File: src/rtl/gwin_pkg.sv
package gwin_pkg;

  typedef enum logic [1:0] {
    KIND_OTHER  = 2'b00,
    KIND_TX     = 2'b01,
    KIND_RX_OK  = 2'b10,
    KIND_RX_ERR = 2'b11
  } kind_e;

  localparam logic [2:0] A_CHAN   = 3'd0;
  localparam logic [2:0] A_COUNT  = 3'd1;
  localparam logic [2:0] A_TYPE   = 3'd2;
  localparam logic [2:0] A_RXPORT = 3'd3;
  localparam logic [2:0] A_TXPORT = 3'd4;
  localparam logic [2:0] A_VECTOR = 3'd5;

  // Type byte assembled from the captured kind and other-type code
  function automatic logic [7:0] type_byte(input logic [1:0] kind, input logic [2:0] code);
    logic [7:0] t;
    t = 8'h00;
    case (kind)
      KIND_RX_ERR: t[7:6] = 2'b10;
      KIND_RX_OK:  t[7:6] = 2'b11;
      KIND_TX:     t[5]   = 1'b1;
      default:     t[2:0] = code;
    endcase
    return t;
  endfunction

  // Zero the data bits a short character does not use
  function automatic logic [7:0] len_mask(input logic [7:0] d, input logic [1:0] len);
    logic [7:0] m;
    m = 8'hFF >> (2'd3 - len);
    return d & m;
  endfunction

  // Patch the stored vector according to the control field
  function automatic logic [7:0] patch_vec(input logic [7:0] base, input logic [1:0] cfg,
                                           input logic [1:0] kind, input logic ch);
    logic [7:0] v;
    v = base;
    if (cfg[1]) v[0] = ch;
    if (cfg == 2'b11) v[2:1] = kind;
    return v;
  endfunction

endpackage

File: src/rtl/gwin_ctx_latch.sv
module gwin_ctx_latch
  import gwin_pkg::*;
#(
  parameter int NUM_CH = 2,
  parameter int LVL_W  = 9,
  parameter int CH_W   = 1
) (
  input  logic                    clk_i,
  input  logic                    rst_ni,
  input  logic                    cap_i,
  input  logic [1:0]              kind_i,
  input  logic [2:0]              code_i,
  input  logic [CH_W-1:0]         ch_i,
  input  logic [NUM_CH*LVL_W-1:0] tx_lvl_i,
  input  logic [NUM_CH*LVL_W-1:0] rx_lvl_i,
  output logic [1:0]              ctx_kind_o,
  output logic [2:0]              ctx_code_o,
  output logic [CH_W-1:0]         ctx_ch_o,
  output logic [7:0]              ctx_count_o
);

  logic [LVL_W-1:0] tx_sel, rx_sel, lvl_pick;

  always_comb begin
    tx_sel = '0;
    rx_sel = '0;
    for (int c = 0; c < NUM_CH; c++) begin
      if (ch_i == CH_W'(c)) begin
        tx_sel = tx_lvl_i[c*LVL_W +: LVL_W];
        rx_sel = rx_lvl_i[c*LVL_W +: LVL_W];
      end
    end
    case (kind_i)
      KIND_TX:                lvl_pick = tx_sel;
      KIND_RX_OK, KIND_RX_ERR: lvl_pick = rx_sel;
      default:                lvl_pick = '0;
    endcase
  end

  always_ff @(posedge clk_i or negedge rst_ni) begin
    if (!rst_ni) begin
      ctx_kind_o  <= 2'b00;
      ctx_code_o  <= 3'd0;
      ctx_ch_o    <= '0;
      ctx_count_o <= 8'h00;
    end else if (cap_i) begin
      ctx_kind_o  <= kind_i;
      ctx_code_o  <= code_i;
      ctx_ch_o    <= ch_i;
      ctx_count_o <= lvl_pick[7:0];
    end
  end

  AST_CTX_HOLD: assert property (@(posedge clk_i) disable iff (!rst_ni)
    !cap_i |=> $stable(ctx_ch_o) && $stable(ctx_kind_o) && $stable(ctx_count_o));
  AST_COUNT_ZERO_OTHER: assert property (@(posedge clk_i) disable iff (!rst_ni)
    (cap_i && kind_i == KIND_OTHER) |=> ctx_count_o == 8'h00);

endmodule

File: src/rtl/gwin_fifo_steer.sv
module gwin_fifo_steer
  import gwin_pkg::*;
#(
  parameter int NUM_CH = 2,
  parameter int CH_W   = 1
) (
  input  logic                clk_i,
  input  logic                rst_ni,
  input  logic [2:0]          addr_i,
  input  logic                rd_i,
  input  logic                wr_i,
  input  logic [7:0]          wdata_i,
  input  logic [CH_W-1:0]     ctx_ch_i,
  input  logic [NUM_CH*8-1:0] rx_data_i,
  input  logic [NUM_CH*2-1:0] char_len_i,
  output logic [NUM_CH-1:0]   rx_pop_o,
  output logic [NUM_CH-1:0]   tx_push_o,
  output logic [7:0]          tx_wdata_o,
  output logic [7:0]          rx_byte_o
);

  logic rx_hit, tx_hit;
  assign rx_hit = rd_i && (addr_i == A_RXPORT);
  assign tx_hit = wr_i && (addr_i == A_TXPORT);
  assign tx_wdata_o = wdata_i;

  for (genvar g = 0; g < NUM_CH; g++) begin : g_lane
    logic sel;
    assign sel          = (ctx_ch_i == CH_W'(g));
    assign rx_pop_o[g]  = rx_hit && sel;
    assign tx_push_o[g] = tx_hit && sel;
  end

  always_comb begin
    rx_byte_o = 8'h00;
    for (int c = 0; c < NUM_CH; c++) begin
      if (ctx_ch_i == CH_W'(c))
        rx_byte_o = len_mask(rx_data_i[c*8 +: 8], char_len_i[c*2 +: 2]);
    end
  end

  AST_POP_ONEHOT: assert property (@(posedge clk_i) disable iff (!rst_ni)
    $onehot0(rx_pop_o));
  AST_POP_NEEDS_READ: assert property (@(posedge clk_i) disable iff (!rst_ni)
    (|rx_pop_o) |-> rd_i);
  AST_PUSH_ONEHOT: assert property (@(posedge clk_i) disable iff (!rst_ni)
    $onehot0(tx_push_o));

endmodule

File: src/rtl/gwin_vec_drive.sv
module gwin_vec_drive
  import gwin_pkg::*;
#(
  parameter int CH_W = 1
) (
  input  logic            clk_i,
  input  logic            rst_ni,
  input  logic            iack_i,
  input  logic [1:0]      cfg_i,
  input  logic [7:0]      ivr_i,
  input  logic [1:0]      ctx_kind_i,
  input  logic [CH_W-1:0] ctx_ch_i,
  output logic            ack_start_o,
  output logic            vec_oe_o,
  output logic [7:0]      vec_o
);

  logic iack_q;

  always_ff @(posedge clk_i or negedge rst_ni) begin
    if (!rst_ni) iack_q <= 1'b0;
    else         iack_q <= iack_i;
  end

  assign ack_start_o = iack_i && !iack_q;
  assign vec_oe_o    = iack_q && (cfg_i != 2'b00);
  assign vec_o       = vec_oe_o ? patch_vec(ivr_i, cfg_i, ctx_kind_i, ctx_ch_i[0]) : 8'h00;

  AST_VEC_RELEASED: assert property (@(posedge clk_i) disable iff (!rst_ni)
    (cfg_i == 2'b00) |-> !vec_oe_o);
  AST_VEC_UPPER: assert property (@(posedge clk_i) disable iff (!rst_ni)
    vec_oe_o |-> vec_o[7:3] == ivr_i[7:3]);
  AST_VEC_AFTER_ACK: assert property (@(posedge clk_i) disable iff (!rst_ni)
    vec_oe_o |-> $past(iack_i));

endmodule

File: src/rtl/gwin_ctx_window.sv
module gwin_ctx_window
  import gwin_pkg::*;
#(
  parameter int NUM_CH     = 2,
  parameter int FIFO_DEPTH = 256,
  parameter int LVL_W      = $clog2(FIFO_DEPTH + 1),
  parameter int CH_W       = (NUM_CH > 1) ? $clog2(NUM_CH) : 1
) (
  input  logic                    clk_i,
  input  logic                    rst_ni,
  input  logic                    ucir_i,
  input  logic                    iack_i,
  input  logic [1:0]              vec_cfg_i,
  input  logic [1:0]              win_kind_i,
  input  logic [2:0]              win_code_i,
  input  logic [CH_W-1:0]         win_ch_i,
  input  logic [NUM_CH*LVL_W-1:0] tx_empty_lvl_i,
  input  logic [NUM_CH*LVL_W-1:0] rx_fill_lvl_i,
  input  logic [NUM_CH*2-1:0]     char_len_i,
  input  logic [NUM_CH*8-1:0]     rx_data_i,
  input  logic [2:0]              reg_addr_i,
  input  logic                    reg_rd_i,
  input  logic                    reg_wr_i,
  input  logic [7:0]              reg_wdata_i,
  output logic [7:0]              reg_rdata_o,
  output logic [NUM_CH-1:0]       rx_pop_o,
  output logic [NUM_CH-1:0]       tx_push_o,
  output logic [7:0]              tx_wdata_o,
  output logic                    vec_oe_o,
  output logic [7:0]              vec_o
);

  logic            ack_start, capture;
  logic [1:0]      ctx_kind;
  logic [2:0]      ctx_code;
  logic [CH_W-1:0] ctx_ch;
  logic [7:0]      ctx_count;
  logic [7:0]      rx_byte;
  logic [7:0]      ivr_q;

  assign capture = ucir_i || ack_start;

  gwin_vec_drive #(.CH_W(CH_W)) u_vec (
    .clk_i(clk_i), .rst_ni(rst_ni), .iack_i(iack_i), .cfg_i(vec_cfg_i),
    .ivr_i(ivr_q), .ctx_kind_i(ctx_kind), .ctx_ch_i(ctx_ch),
    .ack_start_o(ack_start), .vec_oe_o(vec_oe_o), .vec_o(vec_o)
  );

  gwin_ctx_latch #(.NUM_CH(NUM_CH), .LVL_W(LVL_W), .CH_W(CH_W)) u_ctx (
    .clk_i(clk_i), .rst_ni(rst_ni), .cap_i(capture),
    .kind_i(win_kind_i), .code_i(win_code_i), .ch_i(win_ch_i),
    .tx_lvl_i(tx_empty_lvl_i), .rx_lvl_i(rx_fill_lvl_i),
    .ctx_kind_o(ctx_kind), .ctx_code_o(ctx_code), .ctx_ch_o(ctx_ch),
    .ctx_count_o(ctx_count)
  );

  gwin_fifo_steer #(.NUM_CH(NUM_CH), .CH_W(CH_W)) u_steer (
    .clk_i(clk_i), .rst_ni(rst_ni), .addr_i(reg_addr_i), .rd_i(reg_rd_i),
    .wr_i(reg_wr_i), .wdata_i(reg_wdata_i), .ctx_ch_i(ctx_ch),
    .rx_data_i(rx_data_i), .char_len_i(char_len_i),
    .rx_pop_o(rx_pop_o), .tx_push_o(tx_push_o), .tx_wdata_o(tx_wdata_o),
    .rx_byte_o(rx_byte)
  );

  always_ff @(posedge clk_i or negedge rst_ni) begin
    if (!rst_ni)                                   ivr_q <= 8'h00;
    else if (reg_wr_i && reg_addr_i == A_VECTOR)   ivr_q <= reg_wdata_i;
  end

  always_comb begin
    reg_rdata_o = 8'h00;
    if (reg_rd_i) begin
      case (reg_addr_i)
        A_CHAN:   reg_rdata_o = 8'(ctx_ch);
        A_COUNT:  reg_rdata_o = ctx_count;
        A_TYPE:   reg_rdata_o = type_byte(ctx_kind, ctx_code);
        A_RXPORT: reg_rdata_o = rx_byte;
        A_VECTOR: reg_rdata_o = ivr_q;
        default:  reg_rdata_o = 8'h00;
      endcase
    end
  end

  AST_CHAN_UPPER_ZERO: assert property (@(posedge clk_i) disable iff (!rst_ni)
    (reg_rd_i && reg_addr_i == A_CHAN) |-> reg_rdata_o[7:1] == 7'd0);
  AST_TYPE_RSVD_ZERO: assert property (@(posedge clk_i) disable iff (!rst_ni)
    (reg_rd_i && reg_addr_i == A_TYPE) |-> reg_rdata_o[4:3] == 2'b00);

endmodule

File: config.mk
export PLATFORM = sky130hd
export DESIGN_NAME = gwin_ctx_window
export DESIGN_NICKNAME = d
export VERILOG_FILES = /design/src/rtl/gwin_pkg.sv /design/src/rtl/gwin_ctx_latch.sv /design/src/rtl/gwin_fifo_steer.sv /design/src/rtl/gwin_vec_drive.sv /design/src/rtl/gwin_ctx_window.sv
export SDC_FILE = /design/constraint.sdc
export NUM_CORES = 1
export LEC_CHECK = 0
export BUFFER_PORTS_ARGS = -buffer_cell sky130_fd_sc_hd__buf_2
export CORE_AREA = 2 2 70 72
export DETAILED_ROUTE_END_ITERATION = 6
export DIE_AREA = 0 0 72 74
export PLACE_DENSITY_LB_ADDON = 0.3
export REMOVE_ABC_BUFFERS = 1
export SETUP_SLACK_MARGIN = 0.02
export SLEW_MARGIN = 40
export SYNTH_ARGS = -nofsm -noshare
export SYNTH_HDL_FRONTEND = slang
export SYNTH_SLANG_ARGS = --single-unit
export TNS_END_PERCENT = 30
File: constraint.sdc
create_clock -name clk_i -period 1.3 [get_ports clk_i]
set_input_delay 0.13 -clock clk_i [delete_from_list [all_inputs] [get_ports clk_i]]
set_output_delay 0.13 -clock clk_i [all_outputs]
set_load 0.01 [all_outputs]
Yosys cells after proc, flatten, opt, wreduce, memory -nomap -nowiden --
Cells that the tools add are included.
Operators by class: equality and inequality tests 12, muxes and demuxes 12, add/sub/neg operators 2, reduce and logical (&&, ||, !) cells 15, bitwise logic cells 3, shifts and indexed selects 2
Operators with widths (number):
- two-way mux 8 bit | 5
- case mux 8 bit (5 select lines) | 1
- AND 8 bit | 2
- case mux 8 bit (2 select lines) | 1
- right shift 8 x 2 -> 8 bit (first input constant) | 2
- equality test 2 bit (second input constant) | 5
- logical AND 1 bit | 9
- equality test 3 x 2 -> 1 bit (second input constant) | 2
- equality test 3 bit (second input constant) | 2
- equality test 2 x 1 -> 1 bit (second input constant) | 2
- case mux 2 bit (2 select lines) | 1
- subtractor 2 bit (first input constant) | 2
- equality test 3 x 1 -> 1 bit (second input constant) | 1
- logical NOT 3 bit | 1
- two-way mux 3 bit | 1
- OR reduction 3 bit | 1
- two-way mux 1 bit | 2
- two-way mux 2 bit | 1
- nonzero test 2 bit | 1
- OR reduction 2 bit | 1
- logical NOT 1 bit | 1
- logical OR 1 bit | 1
- NOT 1 bit | 1
Storage, ports and cells: word-level logic and storage cells 52, register bits after elaboration 23, output and inout bits 29, input port bits 81

Longest topological paths before layout --
word-level depth 6, gate-level depth with buffers 6, gate-level depth less buffers 4

Modules after synthesis --
Synthesis repeated with hierarchy kept, for this count alone.
Second synthesis, totals: cell total of the unflattened synthesis 177, area total of the unflattened synthesis 1804.2 um^2
By module, submodules not included:
- gwin_ctx_latch | area each 745.7 um^2, instances 1, cells each 58, sequential area each 350.3 um^2
- gwin_ctx_window | area each 693.2 um^2, instances 1, cells each 70, sequential area each 200.2 um^2
- gwin_fifo_steer | area each 217.7 um^2, instances 1, cells each 30, sequential area each 0.0 um^2
- gwin_vec_drive | area each 147.6 um^2, instances 1, cells each 19, sequential area each 25.0 um^2

Least setup slack after synthesis --
Ideal clock, no wire load.
kind register to output, start reg u_ctx.ctx_ch_o, end out reg_rdata_o[1], data required time 1170 ps, buffers on the path 1, arrival time 1165 ps, slack 5 ps, cell stages (with the launch flop) 5, path through dfrtp_1 -> buf_2 -> mux2_2 -> a222oi_1 -> o21ai_0
Between the ends: word-level cells in the longest chain between the ends 3
RTL lines:
- start, declared | line gwin_ctx_latch.sv:18 | output logic [CH_W-1:0] ctx_ch_o,
- start signal, assigned | line gwin_ctx_latch.sv:49 | ctx_ch_o <= ch_i;
- two-way mux 8 bit | line gwin_fifo_steer.sv:37 | if (ctx_ch_i == CH_W'(c))
- case mux 8 bit (5 select lines) | line gwin_ctx_window.sv:73 | case (reg_addr_i)
- two-way mux 8 bit | line gwin_ctx_window.sv:72 | if (reg_rd_i) begin
- end, declared | line gwin_ctx_window.sv:25 | output logic [7:0] reg_rdata_o,
Every way passes these cells.

Worst setup path in the final report --
start reg u_ctx.ctx_ch_o, end out reg_rdata_o[4]
Same word-level chain as after synthesis.

==> results.toml <==
[logic_synthesis]
ys_ff_latch = 23
synth_compound_area_frac = 0.164
ys_top_cells_by_area = "dfrtp_1 (33%), mux2_2 (18%), mux2i_1 (5.2%)"
synth_top_family_by_area = "multiplexers"
synth_warnings = 0
async_flop_share = 1.00
synthMuxAreaShare = 0.233
synth_xor_area_frac = 0
synth.distinct_cells = 35
yosysMostFrequentCell = "mux2_2"
yosys.area_share.adder = 0
synth_top_flop_cell = "dfrtp_1"
synth_area_um2 = 1740
synth_commonest_cells = "mux2_2 (28), dfrtp_1 (23), nand2_1 (22)"
yosysTopAreaCell = "dfrtp_1"
synth-seq-area-share = 0.331
synthCells = 194
synth_simple_gate_area_frac = 0.187
avgSynthCellArea_um2 = 8.96
synth_top_area_share = 0.331
synth-edff-count = 0

[sta]
finalSetupViolations = 14
fin_skew_ns = 0.00327
period_needed_ns = 1.66
fmaxAchievable_mhz = 604
worst_slew_pin_slew_ns = 0.530
hold_viol_final = 0
post-route-period-util = 1.27
worst_slack_ns = -0.357
slew_headroom = 0.647
tns_ns = -3.52
rsz0062_at_grt = "true"
slew_violations = 0

[cts]
cts.clk_slew.worst_paths_ns = 0.08
clkSinkCount = 23
cts_buffer_depth = 2
clock_latency_ns = 0.27
cts_tree = "yes"
ctsRootBufferMaster = "clkbuf_8"
cts_buffers = 3
cts_max_level = 1

[min_path]
hp-class = "in -> reg"
holdPathStages = 2

[run_status]
outcome = "finished with violations"
violations = "negative setup slack"

[critical_path]
critPathKind = "reg -> out"
crit_arrival_ns = 1.53
critical_path.endpoint_type = "output pin"
cp-start-kind = "flip-flop"
critical_path_required_ns = 1.17
reg2regPathDepth = 4
path_max_fanout = 6

[finish]
syn2layout_area_growth_pct = 42.3
fin_nets = 386
utilization = 0.538
drive_gt1_frac = 0.566
antennaDiodeCount = 0
fin_area_um2 = 2470

[floorplan]
io-pin-count = 110
core_um2 = 4600
fp.dieW_um = 72
start_util = 0.378
dieArea_um2 = 5330
fp-row-count = 25
die_h_um = 74

[drt]
detail_route.wl_per_cell_um = 13.3
m1WireLength_mm = 2.05
num_vias = 1811
vias_per_cell = 5.06
dr_wl_met2_mm = 2.27
met3_length_um = 340
drc = 0
ant_nets = 0
drtPass1Iterations = 4
drt_wl_total_mm = 4.75
drtIter0Drc = 58
top_layer = "met4"

[placed_design]
place_area_um2 = 2340
dp_slack_ns = -0.219
hpwl_mm = 3.75
io_buffers = 105
gp_congestion = 0.780

[grt]
first_global_vias = 1803
grt_use_total = 0.184
antenna_found_initial = 0
grt_max_degree = 24
grt_pass1_wl_mm = 7.80
overflow = 0

[power]
p_per_area_nw_per_um2 = 835
p_total_mw = 2.07
peakVddDrop_mv = 0.375
p_leak_nw = 1.23

[run]
drv_cap = 0
cells by family (layout without fill, tap and decap cells):
| group | Yosys count | after routing |
|---|---|---|
| mux | 37 | 37 |
| simple gates | 64 | 64 |
| compound gates | 46 | 46 |
| flops | 23 | 23 |
| buf+inv | 24 | 134 |
timing repair:
action / 4_1_cts / 5_1_grt
hold buffers: 2 / 0
pin swaps: 4 / 4
setup buffers: 1 / 1
endpoints found under the setup margin: 21 / 26
endpoints found under the hold margin: 24 / 0
resized for setup: 10 / 10
routing by layer:
metal | vias up | track usage
met5 | - | 0
met4 | 0 | 0.0671
met3 | 9 | 0.0257
met2 | 84 | 0.330
met1 | 803 | 0.226
li1 | 915 | -
flip-flops by register name, indices dropped and copies added (netlist names):
| register | count |
|---|---|
| u_vec.iack_q | 1 |
| u_ctx.ctx_kind_o | 2 |
| ivr_q | 8 |
| u_ctx.ctx_code_o | 3 |
| u_ctx.ctx_ch_o | 1 |
| u_ctx.ctx_count_o | 8 |
placed cells by master, fill, tap and decap left out, types with 3 or more instances in the layout:
master,instances
dfrtp_1,22
a21oi_1,13
o21ai_0,10
buf_2,106
mux2i_1,9
buf_4,15
nor2_1,15
mux2_2,28
inv_1,4
clkbuf_8,3
and2_1,5
nand2_1,22
a22oi_2,3
a32oi_1,3
nand3_1,3
o21ai_1,3
power by group:
part	internal [mW]	total (mW)	switching, mW
sequential	0.821	0.905	0.0844
clock	0.219	0.457	0.238
combinational	0.383	0.703	0.320
critical path, cell delays in order, from the launching register on:
cell	delay [ns]
dfrtp_2	0.46
buf_4	0.15
mux2i_1	0.13
a211oi_2	0.23
a21oi_1	0.06
nor2_1	0.09
buf_2	0.14
worst paths after layout:
kind / startpoint / end / slack (ns)
min in group asynchronous: rst_ni / u_vec.iack_q / 0.36
worst max-delay path: u_ctx.ctx_ch_o / reg_rdata_o[4] / -0.36
worst min-delay path: win_code_i[2] / u_ctx.ctx_code_o[2] / 0.08
worst max register to register: u_vec.iack_q / u_ctx.ctx_kind_o[0] / 0.08
max in group asynchronous: rst_ni / u_ctx.ctx_ch_o / 0.55
worst min register to register: u_ctx.ctx_count_o[4] / u_ctx.ctx_count_o[4] / 0.50
through the flow:
step | hold WS, ns | cells
floorplan | -0.166 | 175
global placement | 0.129 | 350
detailed placement | 0.142 | 350
CTS | 0.0864 | 357
global route | 0.0871 | 358
finish | 0.0831 | 358
final cells by class:
class	count	area, um^2
inverter	5	18.8
sequential	23	577
clock buffer	4	45.0
tap	54	67.6
timing repair buffer	125	694
multi-input combinational	147	1070
fill	429	2120
Power figures use the tool's default switching activity.
